$ cat config.mk
export PLATFORM = sky130hd
export DESIGN_NAME = thermal_trip_monitor
export DESIGN_NICKNAME = d
export VERILOG_FILES = /design/src/rtl/tmon_pkg.sv /design/src/rtl/tmon_sensor_max.sv /design/src/rtl/tmon_trip_level.sv /design/src/rtl/tmon_group.sv /design/src/rtl/thermal_trip_monitor.sv
export SDC_FILE = /design/constraint.sdc
export NUM_CORES = 1
export LEC_CHECK = 0
export ABC_AREA = 0
export CAP_MARGIN = 20
export CORE_UTILIZATION = 40
export DETAILED_ROUTE_END_ITERATION = 10
export SLEW_MARGIN = 20
export SYNTH_ARGS = -nofsm -noshare
export SYNTH_HDL_FRONTEND = slang
export SYNTH_HIERARCHICAL = 1
export SYNTH_SLANG_ARGS = --single-unit
$ cat constraint.sdc
create_clock -name clk -period 3.5 [get_ports clk]
set_input_delay 0.7 -clock clk [delete_from_list [all_inputs] [get_ports clk]]
set_output_delay 0.7 -clock clk [all_outputs]
set_load 0.005 [all_outputs]
$ cat src/rtl/tmon_pkg.sv
// Shared definitions for the grouped temperature trip monitor.
// Assumes slot numbers are small unsigned indices.
package tmon_pkg;

    // Kind of register a configuration slot selects
    typedef enum logic [1:0] {
        SLOT_LEVEL,
        SLOT_HYST,
        SLOT_NONE
    } slot_kind_e;

    // Map a slot index to the register kind it addresses
    function automatic slot_kind_e slot_kind(input int unsigned slot, input int unsigned levels);
        if (slot < levels) begin
            return SLOT_LEVEL;
        end else if (slot == levels) begin
            return SLOT_HYST;
        end
        return SLOT_NONE;
    endfunction

endpackage

$ cat src/rtl/tmon_sensor_max.sv
// Captures the latest valid reading of each sensor in one group and forms
// the signed maximum over the sensors seen since reset.
// Assumes readings are TEMP_W-bit two's complement.
module tmon_sensor_max #(
    parameter int TEMP_W = 10,
    parameter int NSENS  = 2
) (
    input  logic                       clk,
    input  logic                       rst_n,
    input  logic [NSENS-1:0]           valid,
    input  logic [NSENS*TEMP_W-1:0]    temps,
    output logic signed [TEMP_W-1:0]   gmax,
    output logic                       any_seen
);

    localparam logic signed [TEMP_W-1:0] MOST_NEG = {1'b1, {(TEMP_W-1){1'b0}}};

    logic signed [TEMP_W-1:0] rd_q [NSENS];
    logic [NSENS-1:0]         seen_q;

    // Hold each sensor's latest strobed reading and remember it was seen
    always_ff @(posedge clk) begin
        if (!rst_n) begin
            seen_q <= '0;
            for (int i = 0; i < NSENS; i++) begin
                rd_q[i] <= '0;
            end
        end else begin
            for (int i = 0; i < NSENS; i++) begin
                if (valid[i]) begin
                    rd_q[i]   <= temps[i*TEMP_W +: TEMP_W];
                    seen_q[i] <= 1'b1;
                end
            end
        end
    end

    // Signed maximum over the seen sensors only
    always_comb begin
        gmax = MOST_NEG;
        for (int i = 0; i < NSENS; i++) begin
            if (seen_q[i] && (rd_q[i] > gmax)) begin
                gmax = rd_q[i];
            end
        end
    end

    assign any_seen = |seen_q;

    for (genvar i = 0; i < NSENS; i++) begin : g_max_chk

        max_covers_chk: assert property (@(posedge clk) disable iff (!rst_n)
            seen_q[i] |-> (gmax >= rd_q[i]));
    end

endmodule

$ cat src/rtl/tmon_trip_level.sv
// One programmable rising trip level with edge firing and hysteresis
// re-arm. Holds the level register, the armed flag and a pending pulse.
// Assumes hyst is an unsigned magnitude in the same steps as temp.
module tmon_trip_level #(
    parameter int TEMP_W = 10
) (
    input  logic                     clk,
    input  logic                     rst_n,
    input  logic                     temp_ok,
    input  logic signed [TEMP_W-1:0] temp,
    input  logic [TEMP_W-1:0]        hyst,
    input  logic                     lvl_wr,
    input  logic [TEMP_W-1:0]        lvl_wdata,
    input  logic                     issue,
    output logic                     pend
);

    localparam int XW = TEMP_W + 2;
    localparam logic signed [TEMP_W-1:0] MOST_POS = {1'b0, {(TEMP_W-1){1'b1}}};

    logic signed [TEMP_W-1:0] level_q;
    logic                     armed_q;
    logic                     pend_q;
    logic signed [XW-1:0]     temp_x;
    logic signed [XW-1:0]     rearm_x;
    logic                     fire;
    logic                     rearm;

    // Widen so that level minus hysteresis cannot wrap
    assign temp_x  = {{2{temp[TEMP_W-1]}}, temp};
    assign rearm_x = {{2{level_q[TEMP_W-1]}}, level_q} - {2'b00, hyst};
    assign fire    = temp_ok && armed_q && (temp >= level_q);
    assign rearm   = temp_ok && !armed_q && (temp_x < rearm_x);

    // Level register, written from the configuration port
    always_ff @(posedge clk) begin
        if (!rst_n) begin
            level_q <= MOST_POS;
        end else if (lvl_wr) begin
            level_q <= lvl_wdata;
        end
    end

    // Armed and pending state; a rewrite re-arms and drops the pending pulse
    always_ff @(posedge clk) begin
        if (!rst_n) begin
            armed_q <= 1'b1;
            pend_q  <= 1'b0;
        end else if (lvl_wr) begin
            armed_q <= 1'b1;
            pend_q  <= 1'b0;
        end else begin
            if (fire) begin
                armed_q <= 1'b0;
            end else if (rearm) begin
                armed_q <= 1'b1;
            end
            pend_q <= (pend_q && !issue) || fire;
        end
    end

    assign pend = pend_q;


    pend_kept_chk: assert property (@(posedge clk) disable iff (!rst_n)
        (pend_q && !issue && !lvl_wr) |=> pend_q);


    rearm_point_chk: assert property (@(posedge clk) disable iff (!rst_n)
        ($rose(armed_q) && !$past(lvl_wr)) |-> $past(temp_ok && (temp_x < rearm_x)));


    fire_needs_reach_chk: assert property (@(posedge clk) disable iff (!rst_n)
        ($rose(pend_q) && !$past(lvl_wr)) |-> $past(temp_ok && (temp >= level_q) && armed_q));

endmodule

$ cat src/rtl/tmon_group.sv
// One sensor group: zone maximum, hysteresis register, trip levels,
// a lowest-first pulse arbiter and the fixed throttle and shutdown compares.
// Assumes cfg_sel is high only for a write aimed at this group.
module tmon_group
    import tmon_pkg::*;
#(
    parameter int TEMP_W         = 10,
    parameter int SENS_PER_GROUP = 2,
    parameter int LEVELS         = 3,
    parameter int THROTTLE_LIM   = 188,
    parameter int SHUTDOWN_LIM   = 192,
    parameter int SLOT_W         = 2
) (
    input  logic                               clk,
    input  logic                               rst_n,
    input  logic [SENS_PER_GROUP-1:0]          sens_valid,
    input  logic [SENS_PER_GROUP*TEMP_W-1:0]   sens_temp,
    input  logic                               cfg_sel,
    input  logic [SLOT_W-1:0]                  cfg_slot,
    input  logic [TEMP_W-1:0]                  cfg_wdata,
    output logic [LEVELS-1:0]                  pulse,
    output logic                               throttle,
    output logic                               shutdown
);

    localparam logic signed [TEMP_W-1:0] THR_C = TEMP_W'(THROTTLE_LIM);
    localparam logic signed [TEMP_W-1:0] SDN_C = TEMP_W'(SHUTDOWN_LIM);

    logic signed [TEMP_W-1:0] gmax;
    logic                     any_seen;
    logic [TEMP_W-1:0]        hyst_q;
    logic [LEVELS-1:0]        pend;
    logic [LEVELS-1:0]        issue;
    logic [LEVELS-1:0]        pulse_q;
    logic                     thr_q;
    logic                     sdn_q;
    slot_kind_e               kind;

    tmon_sensor_max #(
        .TEMP_W (TEMP_W),
        .NSENS  (SENS_PER_GROUP)
    ) i_max (
        .clk      (clk),
        .rst_n    (rst_n),
        .valid    (sens_valid),
        .temps    (sens_temp),
        .gmax     (gmax),
        .any_seen (any_seen)
    );

    assign kind = slot_kind(32'(cfg_slot), LEVELS);

    // Group hysteresis register
    always_ff @(posedge clk) begin
        if (!rst_n) begin
            hyst_q <= '0;
        end else if (cfg_sel && (kind == SLOT_HYST)) begin
            hyst_q <= cfg_wdata;
        end
    end

    for (genvar k = 0; k < LEVELS; k++) begin : g_lvl
        logic wr_k;
        assign wr_k = cfg_sel && (kind == SLOT_LEVEL) && (cfg_slot == SLOT_W'(k));

        tmon_trip_level #(
            .TEMP_W (TEMP_W)
        ) i_lvl (
            .clk       (clk),
            .rst_n     (rst_n),
            .temp_ok   (any_seen),
            .temp      (gmax),
            .hyst      (hyst_q),
            .lvl_wr    (wr_k),
            .lvl_wdata (cfg_wdata),
            .issue     (issue[k]),
            .pend      (pend[k])
        );
    end

    // Lowest pending level wins this cycle
    assign issue = pend & (~pend + LEVELS'(1));

    // Register the issued pulse
    always_ff @(posedge clk) begin
        if (!rst_n) begin
            pulse_q <= '0;
        end else begin
            pulse_q <= issue;
        end
    end

    // Throttle follows the zone temperature, shutdown is sticky
    always_ff @(posedge clk) begin
        if (!rst_n) begin
            thr_q <= 1'b0;
            sdn_q <= 1'b0;
        end else begin
            thr_q <= any_seen && (gmax > THR_C);
            sdn_q <= sdn_q || (any_seen && (gmax > SDN_C));
        end
    end

    assign pulse    = pulse_q;
    assign throttle = thr_q;
    assign shutdown = sdn_q;


    one_pulse_chk: assert property (@(posedge clk) disable iff (!rst_n)
        $onehot0(pulse_q));

    for (genvar k = 1; k < LEVELS; k++) begin : g_order
        localparam logic [LEVELS-1:0] LOWER = LEVELS'((1 << k) - 1);

        lowest_first_chk: assert property (@(posedge clk) disable iff (!rst_n)
            pulse_q[k] |-> (($past(pend) & LOWER) == '0));
    end

endmodule

$ cat src/rtl/thermal_trip_monitor.sv
// Top level: splits sensors into groups, decodes the configuration write
// and merges the per-group shutdown flags into one sticky request.
// Assumes sensors of group g occupy consecutive indices.
module thermal_trip_monitor #(
    parameter int GROUPS         = 3,
    parameter int SENS_PER_GROUP = 2,
    parameter int LEVELS         = 3,
    parameter int TEMP_W         = 10,
    parameter int THROTTLE_LIM   = 188,
    parameter int SHUTDOWN_LIM   = 192,
    localparam int NSENS         = GROUPS * SENS_PER_GROUP,
    localparam int SLOT_W        = $clog2(LEVELS + 1),
    localparam int GRP_W         = (GROUPS > 1) ? $clog2(GROUPS) : 1,
    localparam int ADDR_W        = GRP_W + SLOT_W
) (
    input  logic                       clk,
    input  logic                       rst_n,
    input  logic [NSENS-1:0]           sens_valid,
    input  logic [NSENS*TEMP_W-1:0]    sens_temp,
    input  logic                       cfg_we,
    input  logic [ADDR_W-1:0]          cfg_addr,
    input  logic [TEMP_W-1:0]          cfg_wdata,
    output logic [GROUPS*LEVELS-1:0]   trip_pulse,
    output logic [GROUPS-1:0]          throttle_req,
    output logic                       shutdown_req
);

    logic [GRP_W-1:0]  cfg_grp;
    logic [SLOT_W-1:0] cfg_slot;
    logic [GROUPS-1:0] grp_sdn;

    assign cfg_grp  = cfg_addr[ADDR_W-1:SLOT_W];
    assign cfg_slot = cfg_addr[SLOT_W-1:0];

    for (genvar g = 0; g < GROUPS; g++) begin : g_grp
        logic sel_g;
        assign sel_g = cfg_we && (cfg_grp == GRP_W'(g));

        tmon_group #(
            .TEMP_W         (TEMP_W),
            .SENS_PER_GROUP (SENS_PER_GROUP),
            .LEVELS         (LEVELS),
            .THROTTLE_LIM   (THROTTLE_LIM),
            .SHUTDOWN_LIM   (SHUTDOWN_LIM),
            .SLOT_W         (SLOT_W)
        ) i_grp (
            .clk        (clk),
            .rst_n      (rst_n),
            .sens_valid (sens_valid[g*SENS_PER_GROUP +: SENS_PER_GROUP]),
            .sens_temp  (sens_temp[g*SENS_PER_GROUP*TEMP_W +: SENS_PER_GROUP*TEMP_W]),
            .cfg_sel    (sel_g),
            .cfg_slot   (cfg_slot),
            .cfg_wdata  (cfg_wdata),
            .pulse      (trip_pulse[g*LEVELS +: LEVELS]),
            .throttle   (throttle_req[g]),
            .shutdown   (grp_sdn[g])
        );
    end

    assign shutdown_req = |grp_sdn;


    shutdown_sticky_chk: assert property (@(posedge clk) disable iff (!rst_n)
        shutdown_req |=> shutdown_req);


    reset_quiet_chk: assert property (@(posedge clk)
        !rst_n |=> (trip_pulse == '0) && (throttle_req == '0) && !shutdown_req);

endmodule

=== Yosys cells after proc, flatten, opt, wreduce, memory -nomap -nowiden ===
Memories as Yosys holds them, arrays and structs flattened.
Cells that the tools add are included.
W data, S select, Z words.

* Register bits: 159
* RAM bits: 60
* Input bits: 83
* Output and inout port bits: 13
* Logic and storage cells: 294
* Memories: 3

* Add/subtract/negate cells: 12
* Order comparisons: 31
* Eq/ne operators: 6
* Muxes and demuxes: 54
* Bitwise operators: 13
* Reduce and logical (&&, ||, !) cells: 130

{| class="wikitable"
|+ Memory list
! memory !! depth !! width !! rd ports !! clocked after Yosys merged registers in !! write ports !! line !! text
|-
| g_grp[0].i_grp.i_max.rd_q || 2 || 10 || 2 || 0 || 2 || tmon_sensor_max.sv:18 || <nowiki>logic signed [TEMP_W-1:0] rd_q [NSENS];</nowiki>
|-
| g_grp[1].i_grp.i_max.rd_q || 2 || 10 || 2 || 0 || 2 || tmon_sensor_max.sv:18 ||
|-
| g_grp[2].i_grp.i_max.rd_q || 2 || 10 || 2 || 0 || 2 || tmon_sensor_max.sv:18 ||
|}

{| class="wikitable"
|+ Operators with widths
! operator !! count
|-
| $mux W10 || 12
|-
| $lt A10 B12 Y1 || 9
|-
| $sub A10 B11 Y12 || 9
|-
| $ge A10 B10 Y1 || 9
|-
| $logic_and A1 B1 Y1 || 75
|-
| $gt A10 B9 Y1 const B || 6
|-
| $mux W1 || 39
|-
| $gt A10 B10 Y1 || 3
|-
| $gt A10 B10 Y1 const B || 3
|-
| $reduce_or A2 Y1 || 12
|-
| $logic_not A1 Y1 || 18
|-
| $reduce_bool A2 Y1 || 9
|-
| $logic_or A1 B1 Y1 || 12
|-
| $add A3 B1 Y3 const B || 3
|-
| $and A3 B3 Y3 || 3
|-
| $not A3 Y3 || 3
|-
| $eq A2 B1 Y1 const B || 3
|-
| $eq A2 B2 Y1 const B || 3
|-
| $logic_not A2 Y1 || 3
|-
| $mux W2 || 3
|-
| $or A1 B1 Y1 || 6
|-
| $reduce_or A3 Y1 || 1
|-
| $lt A2 B2 Y1 const B || 1
|-
| $not A1 Y1 || 1
|}

=== Logic depth before layout (Yosys ltp) ===
Gate-level depths: netlist of run 1.

* Word-level depth: 10
* Depth in mapped cells: 16
* Depth with buffers taken out: 15

=== Modules after synthesis ===
The synthesis of run 1 kept the hierarchy.

{| class="wikitable"
|+ Modules (own cells, without submodules)
! module !! instances !! cells each !! area an instance (µm²) !! seq. area each (µm²)
|-
| tmon_trip_level at g_grp[0].i_grp.g_lvl[0].i_lvl ... || 8 || 177 || 1405.1 || 240.2
|-
| tmon_sensor_max || 3 || 109 || 1242.4 || 640.6
|-
| tmon_group || 3 || 69 || 614.3 || 300.3
|-
| tmon_trip_level at g_grp[0].i_grp.g_lvl[1].i_lvl || 1 || 179 || 1410.1 || 240.2
|-
| thermal_trip_monitor || 1 || 4 || 31.3 || 0.0
|}

=== Least setup slack after synthesis of run 1 ===
Ideal clock, no wire load.

* Kind: register -> register
* Start: register g_grp[0].i_grp.i_max.seen_q[0]
* End: register g_grp[0].i_grp.g_lvl[1].i_lvl.armed_q
* Setup time: 0.081 ns
* Arrival time: 3.656 ns
* Data required time: 3.419 ns
* Path slack: -0.237 ns
* Cell stages (with the launch flop): 16
* Clock period less this slack: 3.737 ns
* Path through: dfxtp_1 clkbuf_1 nand2_1 ha_1 nand4_1 nor3_2 o21a_1 o31a_1 buf_6 mux2i_1 ha_1 nand4_1 nor2_1 a2111oi_0 o21ai_0 a41oi_1

* Longest elaborated chain between the ends: 8
* Elaborated cells on any way between the ends: 14
* Those cells by class: order compare: 3; mux: 3; reduce/logical: 8

{| class="wikitable"
|+ Ends and longest elaborated chain
! element !! line !! text
|-
| start: declaration || tmon_sensor_max.sv:19 || <nowiki>logic [NSENS-1:0] seen_q;</nowiki>
|-
| start signal: assignment || tmon_sensor_max.sv:24 || <nowiki>seen_q <= '0;</nowiki>
|-
| start signal: indexed assignment || tmon_sensor_max.sv:32 || <nowiki>seen_q[i] <= 1'b1;</nowiki>
|-
| $logic_and A1 B1 Y1 * || tmon_sensor_max.sv:42 || <nowiki>if (seen_q[i] && (rd_q[i] > gmax)) begin</nowiki>
|-
| $mux W10 * || tmon_sensor_max.sv:42 ||
|-
| $gt A10 B10 Y1 || tmon_sensor_max.sv:42 ||
|-
| $logic_and A1 B1 Y1 || tmon_sensor_max.sv:42 ||
|-
| $mux W10 * || tmon_sensor_max.sv:42 ||
|-
| via g_grp[0].i_grp.gmax[9] || tmon_group.sv:29 || <nowiki>logic signed [TEMP_W-1:0] gmax;</nowiki>
|-
| $lt A10 B12 Y1 / $ge A10 B10 Y1 (equally long branches) || tmon_trip_level.sv:33, tmon_trip_level.sv:32 ||
|-
| $logic_and A1 B1 Y1 (on tied branches) || tmon_trip_level.sv:33, tmon_trip_level.sv:32 ||
|-
| $reduce_bool A2 Y1 (no line) / $mux W1 (equally long branches) || - ||
|-
| end signal: assignment || tmon_trip_level.sv:47 || <nowiki>armed_q <= 1'b1;</nowiki>
|-
| end signal: assignment || tmon_trip_level.sv:50 || <nowiki>armed_q <= 1'b1;</nowiki>
|-
| end signal: assignment || tmon_trip_level.sv:54 || <nowiki>armed_q <= 1'b0;</nowiki>
|-
| end: declaration || tmon_trip_level.sv:22 || <nowiki>logic armed_q;</nowiki>
|}

Mark *: on every way through the listed nets, which the timed path passes. The rest lies on a longest branch.
A chain may end at the register's enable or synchronous reset.

=== Worst setup path after layout of run 1 ===
* Start: register g_grp[1].i_grp.i_max.seen_q[0]
* End: register g_grp[1].i_grp.g_lvl[1].i_lvl.armed_q

* Longest elaborated chain between the ends: 8
* Elaborated cells on any way between the ends: 14
* Those cells by class: order compare: 3; mux: 3; reduce/logical: 8

{| class="wikitable"
|+ Ends and longest elaborated chain
! element !! line
|-
| start: declaration || tmon_sensor_max.sv:19
|-
| start signal: assignment || tmon_sensor_max.sv:24
|-
| start signal: indexed assignment || tmon_sensor_max.sv:32
|-
| $logic_and A1 B1 Y1 * || tmon_sensor_max.sv:42
|-
| $mux W10 * || tmon_sensor_max.sv:42
|-
| $gt A10 B10 Y1 || tmon_sensor_max.sv:42
|-
| $logic_and A1 B1 Y1 || tmon_sensor_max.sv:42
|-
| $mux W10 * || tmon_sensor_max.sv:42
|-
| via g_grp[1].i_grp.gmax[7] || tmon_group.sv:29
|-
| $lt A10 B12 Y1 / $ge A10 B10 Y1 (equally long branches) || tmon_trip_level.sv:33, tmon_trip_level.sv:32
|-
| $logic_and A1 B1 Y1 (on tied branches) || tmon_trip_level.sv:33, tmon_trip_level.sv:32
|-
| $reduce_bool A2 Y1 (no line) / $mux W1 (equally long branches) || -
|-
| end signal: assignment || tmon_trip_level.sv:47
|-
| end signal: assignment || tmon_trip_level.sv:50
|-
| end signal: assignment || tmon_trip_level.sv:54
|-
| end: declaration || tmon_trip_level.sv:22
|}

Marked as above.

==> results of run 1 <==
==> final timing paths <==
| path | from | end | slack [ns] | cells past startpoint |
|---|---|---|---|---|
| max | g_grp[1].i_grp/i_max/seen_q[0] | g_grp[1].i_grp/g_lvl[1].i_lvl/armed_q | -0.006 | 13 |
| min | g_grp[2].i_grp/g_lvl[2].i_lvl/pend | g_grp[2].i_grp/g_lvl[2].i_lvl/pend | 0.47 | 1 |
| min reg2reg | g_grp[2].i_grp/g_lvl[2].i_lvl/pend | g_grp[2].i_grp/g_lvl[2].i_lvl/pend | 0.47 | 1 |
| max reg2reg | g_grp[1].i_grp/i_max/seen_q[0] | g_grp[1].i_grp/g_lvl[1].i_lvl/armed_q | -0.006 | 13 |
==> critical path, cell delays in order (launching register included) <==
cell and delay [ns]:
sky130_fd_sc_hd__dfxtp_4 0.40, sky130_fd_sc_hd__nand2_2 0.10, sky130_fd_sc_hd__ha_4 0.27, sky130_fd_sc_hd__nand4_1 0.14, sky130_fd_sc_hd__nor3_2 0.23, sky130_fd_sc_hd__o21a_1 0.15, sky130_fd_sc_hd__o31a_1 0.21, sky130_fd_sc_hd__buf_6 0.15
sky130_fd_sc_hd__mux2i_4 0.40, sky130_fd_sc_hd__ha_4 0.27, sky130_fd_sc_hd__a2111o_1 0.40, sky130_fd_sc_hd__o32ai_4 0.32, sky130_fd_sc_hd__mux2i_2 0.26, sky130_fd_sc_hd__a41oi_1 0.06
==> power by group through the flow <==
stage / combinational (mW) / sequential, mW / clock (mW)
6_report: 2.10 / 2.90 / 2.91
5_1_grt: 2.31 / 2.92 / 3.07
3_3_place_gp: 1.76 / 2.94 / 0
2_1_floorplan: 1.12 / 2.89 / 0
3_5_place_dp: 1.81 / 2.94 / 0
4_1_cts: 1.84 / 2.89 / 2.98
==> per-layer routing <==
| metal | global-route usage, % | vias up | share of wire (%) |
|---|---|---|---|
| li1 | - | 8018 | - |
| met4 | 7.52 | 0 | 3.3 |
| met3 | 2.58 | 92 | 4.3 |
| met5 | 0 | - | 0 |
| met1 | 28.6 | 7478 | 45 |
| met2 | 37.1 | 359 | 47 |
==> repair_timing <==
action                     4_1_cts  5_1_grt
setup endpoints to repair       18       18
gates cloned                     0        1
buffers inserted                 2       47
resized for setup                9      130
pin swaps                        4       55
hold endpoints to repair         0        0
==> synth_stat cells (6+ instances only) <==
| cell type | count |
|---|---|
| sky130_fd_sc_hd__ha_1 | 318 |
| sky130_fd_sc_hd__inv_1 | 293 |
| sky130_fd_sc_hd__nand2_1 | 260 |
| sky130_fd_sc_hd__dfxtp_1 | 159 |
| sky130_fd_sc_hd__o211ai_1 | 106 |
| sky130_fd_sc_hd__a21oi_1 | 90 |
| sky130_fd_sc_hd__nor2_1 | 78 |
| sky130_fd_sc_hd__and2_1 | 73 |
| sky130_fd_sc_hd__edfxtp_1 | 60 |
| sky130_fd_sc_hd__o21ai_0 | 58 |
| sky130_fd_sc_hd__nand3_1 | 55 |
| sky130_fd_sc_hd__xnor2_1 | 55 |
| sky130_fd_sc_hd__mux2i_1 | 45 |
| sky130_fd_sc_hd__clkbuf_1 | 39 |
| sky130_fd_sc_hd__a31oi_1 | 38 |
| sky130_fd_sc_hd__nor2b_1 | 36 |
| sky130_fd_sc_hd__nand2b_1 | 33 |
| sky130_fd_sc_hd__a21boi_1 | 30 |
| sky130_fd_sc_hd__xor2_1 | 26 |
| sky130_fd_sc_hd__and3_1 | 22 |
| sky130_fd_sc_hd__a21o_1 | 21 |
| sky130_fd_sc_hd__nor3_1 | 19 |
| sky130_fd_sc_hd__a211oi_1 | 17 |
| sky130_fd_sc_hd__nand4_1 | 17 |
| sky130_fd_sc_hd__o21bai_1 | 17 |
| sky130_fd_sc_hd__o21a_1 | 15 |
| sky130_fd_sc_hd__nand3b_1 | 12 |
| sky130_fd_sc_hd__a2111o_1 | 9 |
| sky130_fd_sc_hd__a211oi_2 | 9 |
| sky130_fd_sc_hd__a21boi_0 | 9 |
| sky130_fd_sc_hd__a31o_1 | 9 |
| sky130_fd_sc_hd__a41oi_1 | 9 |
| sky130_fd_sc_hd__and4_1 | 9 |
| sky130_fd_sc_hd__fa_1 | 9 |
| sky130_fd_sc_hd__o221ai_1 | 9 |
| sky130_fd_sc_hd__o32ai_2 | 9 |
| sky130_fd_sc_hd__nor3b_1 | 8 |
| sky130_fd_sc_hd__nor4bb_1 | 8 |
| sky130_fd_sc_hd__mux2_4 | 6 |
==> registers in the layout, summed over array words and instances (netlist names) <==
| register | count |
|---|---|
| g_grp.i_grp/g_lvl.i_lvl/level_q | 90 |
| g_grp.i_grp/throttle | 3 |
| g_grp.i_grp/g_lvl.i_lvl/armed_q | 9 |
| g_grp.i_grp/shutdown | 3 |
| g_grp.i_grp/i_max/rd_q | 60 |
| g_grp.i_grp/pulse | 9 |
| g_grp.i_grp/g_lvl.i_lvl/pend | 9 |
| g_grp.i_grp/hyst_q | 30 |
| g_grp.i_grp/i_max/seen_q | 6 |
==> through the flow <==
step	setup TNS (ns)	utilization, %
finish	-0.00611	51.4
floorplan	-0.0167	-
global placement	-1.15	46.5
detailed placement	-2.68	46.5
global route	-1.62	51.4
CTS	-0.00776	48.7
==> cell families after synthesis <==
| family | share of synthesized area [%] |
|---|---|
| XOR/XNOR | 3.89 |
| buffers and inverters | 7.14 |
| multiplexers | 2.96 |
| AND/OR/NAND/NOR | 18.1 |
| AO/OA/AOI/OAI | 17.8 |
| adder cells (fa/ha/maj) | 22.8 |
| flip-flops | 27.3 |
==> cell type report <==
type | count | area share, %
Multi-Input combinational cell | 1576 | 55.8
Sequential cell | 219 | 21.8
Timing Repair Buffer | 258 | 10.3
Inverter | 293 | 4.80
Tap cell | 592 | 3.23
Clock buffer | 33 | 3.18
Clock inverter | 19 | 0.830
==> results_tabular.tex, run 1 <==
\begin{tabular}{lr}
\hline
Metric & Value \\
\hline
\multicolumn{2}{l}{\textbf{Detailed routing}} \\
DRC violation count after routing & 0 \\
Wire length after detailed routing & between 50000 and 60000 um \\
DRT iter0 DRCs & 853 \\
Per-cell via count in the routed design & $\sim$5.3 \\
Routed wire per std cell & 17.7 um \\
Number of antenna-violating nets in the routed design & 0 \\
Total via count after detailed routing & 15900 \\
First drt pass iteration count & 5 \\
\multicolumn{2}{l}{\textbf{CTS}} \\
CTS Sinks & $\sim$220 \\
Insertion delay of the later-clocked pin in the worst-skew pair & 0.58 ns \\
Root buf cell & sky130\_fd\_sc\_hd\_\_clkbuf\_16 \\
Clock slew at reported path FFs & 0.06 ns \\
Total clock buffers created by CTS & 28 \\
CTS H-Tree Depth & 1 \\
Number of buffers on the longest clock path & 3 \\
CTS tree & yes \\
Post-CTS Hold Fix Bufs & 0 \\
\multicolumn{2}{l}{\textbf{Final layout}} \\
Leading cell type in the layout, fill and taps excluded & sky130\_fd\_sc\_hd\_\_inv\_1 \\
Filler Cell Count & about 4000 \\
Area of all placed cells without fillers & 22900 um2 \\
Top library cells by usage in the layout, fill and taps aside & sky130\_fd\_sc\_hd\_\_inv\_1 (293), sky130\_fd\_sc\_hd\_\_ha\_1 (280), sky130\_fd\_sc\_hd\_\_nand2\_1 (244) \\
Sequential cell area & 5000 um2 \\
Layout-stage area growth over the synthesis result & 25.5\% \\
Number of inserted diodes & 0 \\
Share of layout cells above drive strength 1 & 14.4\% \\
Nets@finish & 2786 \\
Area of combinational cells with multiple inputs & 12800 um2 \\
Non-filler cells, final & 2990 \\
\multicolumn{2}{l}{\textbf{Die}} \\
Die Outline Area & 46500 um2 \\
DIE HEIGHT & 216 um \\
Core area & 44600 um2 \\
Number of I/O pins & 96 \\
Effective utilization at floorplan & 40.9\% \\
Chip width & between 200 and 250 um \\
Core Rows & 77 \\
\multicolumn{2}{l}{\textbf{Placed design}} \\
IO buf count & 95 \\
Placed Instance Area & 20700 um2 \\
Inst Count DP & 2888 \\
Final weighted congestion in routability-driven placement & 0.908 \\
Sum of net half-perimeters after detailed placement & roughly 40000 um \\
Worst slack at placement & -0.256 ns \\
\multicolumn{2}{l}{\textbf{Logic synthesis}} \\
Top post-synthesis cells by area & sky130\_fd\_sc\_hd\_\_ha\_1 (22\%), sky130\_fd\_sc\_hd\_\_dfxtp\_1 (17\%), sky130\_fd\_sc\_hd\_\_edfxtp\_1 (9.9\%) \\
Yosys cell types & 53 \\
Dominant register cell in the synthesized netlist & sky130\_fd\_sc\_hd\_\_dfxtp\_1 \\
\#FFs+latches synth & 219 \\
Fraction of registers with async set or reset after synthesis & 0\% \\
Cell taking the most area after synthesis & sky130\_fd\_sc\_hd\_\_ha\_1 \\
Post-Syn Area & around 18000 um2 \\
Synthesis Warnings & 6 \\
Net Count, Synth & 2543 \\
Area share of the largest cell type after synthesis & about 22\% \\
Synthesized area per cell & 8.56 um2 \\
Number of enable-type register cells in the synthesized netlist & 60 \\
Synth Instances & 2133 \\
Post-synthesis sequential area ratio & $\sim$27\% \\
\multicolumn{2}{l}{\textbf{Worst hold path}} \\
Min-delay worst type & flop to flop \\
\multicolumn{2}{l}{\textbf{STA}} \\
Post-route worst hold slack & 0.470 ns \\
Fin crit period & 3.51 ns \\
Post-Route Skew & 0.0280 ns \\
Worst Slack Setup Final & -0.00611 ns \\
Highest achievable clock rate & 0.285 GHz \\
RSZ-0062 raised after global routing & true \\
Total of endpoints with negative setup slack in the final report & 1 \\
Final worst path period share & 100\% \\
Max-slew headroom & 24.4\% \\
Worst-Margin Slew & 1.13 ns \\
Max-slew violation count & 0 \\
Number of endpoints with negative hold slack in the final report & 0 \\
\multicolumn{2}{l}{\textbf{Global route}} \\
Via count of the first global-routing pass & 15600 \\
Overall routing resource usage & 21.9\% \\
First-pass GRT wire length & 81500 um \\
Number of antenna violations at the first check in global routing & 0 \\
Grt ovf & 0 \\
Pin count of the biggest net entering global routing & 33 \\
\multicolumn{2}{l}{\textbf{Power}} \\
Pwr dens & 345 nW/um2 \\
Relative contribution of combinational cells to total power & between 20\% and 30\% \\
Share of total power in sequential cells & a little under two fifths \\
Clk pwr share & 36.8\% \\
Static power due to leakage & 9.92 nW \\
Internal power consumption & 5.53 mW \\
VDD IR max & approximately 370 uV \\
Tot Pwr & roughly 7.9 mW \\
Net Sw Power & between 2 and 2.5 mW \\
Sw Share & 30.0\% \\
\multicolumn{2}{l}{\textbf{Worst setup path}} \\
Arrival time at the worst endpoint & 3.92 ns \\
Kind of end point of the critical path & flop \\
Category of the worst setup path launch point & flop \\
Peak fanout along the critical path & 6 \\
Required time worst endpoint & a little under 4 ns \\
Type of the worst setup path & flop to flop \\
\multicolumn{2}{l}{\textbf{Run}} \\
Count of max-cap constraint violations & 0 \\
\multicolumn{2}{l}{\textbf{Status}} \\
Violations in the final reports & setup timing \\
Outcome & finished with violations \\
\hline
\end{tabular}
Power figures use the tool's default switching activity.
==> run 2: changes to the inputs <==
- GPL_TIMING_DRIVEN: default -> 0
- HOLD_SLACK_MARGIN: default -> 0.03
- clock period: 3.5 -> 2.9 ns (I/O delays scaled with it)
==> run 2 against run 1 <==
The flow still finishes with violations (setup timing). Hold slack gained 0.0024 ns. Setup slack lost 0.74 ns. Combinational power grew 32%. Sequential share of layout area shrank 0.65 points. Utilization grew 1.6 points. Total power grew 26%. First-iteration DRC count shrank 1.9%. Critical path depth grew 5. Sequential cell count is the same. Final area grew 3.1%.
==> results_tabular.tex, run 2 (synthesis gave the netlist of run 1 again) <==
\begin{tabular}{lr}
\hline
Metric & Value \\
\hline
\multicolumn{2}{l}{\textbf{Die}} \\
Core area & 44600 um2 \\
DIE HEIGHT & roughly 220 um \\
Die Outline Area & 46500 um2 \\
Core Rows & 77 \\
Chip width & 216 um \\
Effective utilization at floorplan & between 40 and 50\% \\
Number of I/O pins & 96 \\
\multicolumn{2}{l}{\textbf{CTS}} \\
Post-CTS Hold Fix Bufs & 0 \\
Total clock buffers created by CTS & 30 \\
CTS tree & yes \\
CTS H-Tree Depth & 1 \\
Insertion delay of the later-clocked pin in the worst-skew pair & 0.58 ns \\
CTS Sinks & approximately 220 \\
Root buf cell & sky130\_fd\_sc\_hd\_\_clkbuf\_16 \\
Number of buffers on the longest clock path & 3 \\
Clock slew at reported path FFs & 0.06 ns \\
\multicolumn{2}{l}{\textbf{Detailed routing}} \\
Routed wire per std cell & approximately 18 um \\
DRC violation count after routing & 0 \\
Total via count after detailed routing & $\sim$16000 \\
Per-cell via count in the routed design & 5.37 \\
DRT iter0 DRCs & 837 \\
Wire length after detailed routing & 54500 um \\
First drt pass iteration count & 5 \\
Number of antenna-violating nets in the routed design & 0 \\
\multicolumn{2}{l}{\textbf{Power}} \\
Pwr dens & 423 nW/um2 \\
Static power due to leakage & 10.0 nW \\
VDD IR max & 512 uV \\
\multicolumn{2}{l}{\textbf{Final layout}} \\
Leading cell type in the layout, fill and taps excluded & sky130\_fd\_sc\_hd\_\_inv\_1 \\
Largest reg by FF count & g\_grp.i\_grp/g\_lvl.i\_lvl/level\_q \\
Layout-stage area growth over the synthesis result & 29.3\% \\
Number of flip-flops in the largest register & 90 \\
Registers with the most flip-flops & g\_grp.i\_grp/g\_lvl.i\_lvl/level\_q x90, g\_grp.i\_grp/i\_max/rd\_q x60, g\_grp.i\_grp/hyst\_q x30 \\
Layout Utilization & 52.9\% \\
Top library cells by usage in the layout, fill and taps aside & sky130\_fd\_sc\_hd\_\_inv\_1 (292), sky130\_fd\_sc\_hd\_\_ha\_1 (271), sky130\_fd\_sc\_hd\_\_nand2\_1 (233) \\
Filler Cell Count & 4048 \\
Share of layout cells above drive strength 1 & about 14\% \\
Number of inserted diodes & 0 \\
Nets@finish & 2797 \\
\multicolumn{2}{l}{\textbf{Status}} \\
Violations in the final reports & setup timing \\
Outcome & finished with violations \\
\multicolumn{2}{l}{\textbf{Global route}} \\
Grt ovf & 0 \\
Pin count of the biggest net entering global routing & 52 \\
Number of antenna violations at the first check in global routing & 0 \\
Overall routing resource usage & 23.1\% \\
First-pass GRT wire length & 85400 um \\
Via count of the first global-routing pass & between 15000 and 20000 \\
\multicolumn{2}{l}{\textbf{STA}} \\
Fin crit period & 3.65 ns \\
Worst-Margin Slew & 1.19 ns \\
Number of endpoints with negative hold slack in the final report & 0 \\
Max-slew violation count & 0 \\
Post-route worst hold slack & 0.473 ns \\
Fin Setup TNS & -13.79 ns \\
Max-slew headroom & 20.2\% \\
Post-Route Skew & 0.00940 ns \\
Final worst path period share & 126\% \\
Worst Slack Setup Final & -0.750 ns \\
RSZ-0062 raised after global routing & true \\
Total of endpoints with negative setup slack in the final report & 24 \\
Highest achievable clock rate & 0.274 GHz \\
\multicolumn{2}{l}{\textbf{Worst setup path}} \\
Peak fanout along the critical path & 5 \\
Arrival time at the worst endpoint & 4.09 ns \\
Depth of the worst register-to-register path & 18 \\
Required time worst endpoint & between 3 and 4 ns \\
Kind of end point of the critical path & flop \\
Category of the worst setup path launch point & flop \\
Type of the worst setup path & flop to flop \\
\multicolumn{2}{l}{\textbf{Placed design}} \\
IO buf count & 95 \\
Final weighted congestion in routability-driven placement & 0.887 \\
Sum of net half-perimeters after detailed placement & 38000 um \\
\multicolumn{2}{l}{\textbf{Worst hold path}} \\
WHS Path Cells & 1 \\
Min-delay worst type & flop to flop \\
\multicolumn{2}{l}{\textbf{Run}} \\
Count of max-cap constraint violations & 0 \\
\hline
\end{tabular}
==> run 2: worst paths after layout <==
check                                 startpoint                               endpoint  slack (ns)
setup reg to reg  g_grp[2].i_grp/i_max/seen_q[0]  g_grp[2].i_grp/g_lvl[2].i_lvl/armed_q       -0.75
setup / recovery  g_grp[2].i_grp/i_max/seen_q[0]  g_grp[2].i_grp/g_lvl[2].i_lvl/armed_q       -0.75
hold / removal           g_grp[2].i_grp/shutdown                g_grp[2].i_grp/shutdown        0.47
hold reg to reg          g_grp[2].i_grp/shutdown                g_grp[2].i_grp/shutdown        0.47
==> run 2: area by class of cell <==
cell class / count / area [um2] / area share, %
Inverter: 293 / 1100 / 4.66
Timing Repair Buffer: 222 / 2310 / 9.80
Buffer: 45 / 293 / 1.24
Clock inverter: 14 / 156 / 0.662
Clock buffer: 41 / 823 / 3.49
Multi-Input combinational cell: 1576 / 13200 / 55.9
Sequential cell: 219 / 5000 / 21.2
Tap cell: 592 / 741 / 3.14
==> run 2: per-layer routing <==
layer	GRT usage, %	up-vias	part of all wire (%)
li1	-	8033	-
met5	0	-	0
met2	39.9	368	47
met3	2.38	137	4.6
met1	29.5	7574	44
met4	9.05	0	4.0
==> run 2: power breakdown <==
group / switching (mW) / internal, mW
logic: 1.38 / 1.39
registers: 0.156 / 3.35
clock network: 1.46 / 2.24
==> run 2: worst max-delay path, cell delays in order (launching register included) <==
cell and delay, ns:
sky130_fd_sc_hd__dfxtp_4 0.36, sky130_fd_sc_hd__clkbuf_16 0.17, sky130_fd_sc_hd__buf_12 0.13, sky130_fd_sc_hd__nand2_8 0.06, sky130_fd_sc_hd__ha_4 0.20, sky130_fd_sc_hd__nand2_2 0.08, sky130_fd_sc_hd__nor3_2 0.05, sky130_fd_sc_hd__buf_4 0.14
sky130_fd_sc_hd__a31oi_4 0.17, sky130_fd_sc_hd__o31a_1 0.24, sky130_fd_sc_hd__buf_6 0.17, sky130_fd_sc_hd__mux2i_4 0.28, sky130_fd_sc_hd__buf_12 0.16, sky130_fd_sc_hd__buf_4 0.11, sky130_fd_sc_hd__ha_4 0.19, sky130_fd_sc_hd__a2111o_1 0.37
sky130_fd_sc_hd__o32ai_2 0.22, sky130_fd_sc_hd__mux2i_1 0.32, sky130_fd_sc_hd__a41oi_1 0.08
==> run 2: repair_timing <==
| item | in CTS | in global routing |
|---|---|---|
| endpoints found under the hold margin | 0 | 0 |
| resized for setup | 148 | 32 |
| endpoints found under the setup margin | 24 | 28 |
| setup buffers | 103 | 24 |
| pin swaps | 20 | 28 |
| gates cloned | 5 | 0 |
==> run 2: per-stage QoR <==
| step | setup slack (ns) | cell area (um2) | std cells | power (mW) |
|---|---|---|---|---|
| after CTS | -0.676 | 23300 | 2981 | 9.96 |
| after global placement | -1.24 | 20400 | 2820 | 5.56 |
| after floorplan | -0.271 | 18700 | 2133 | 4.91 |
| final | -0.750 | 23600 | 3002 | 9.98 |
| after detailed placement | -1.25 | 20400 | 2820 | 5.64 |
| after global routing | -0.913 | 23600 | 3002 | 10.5 |
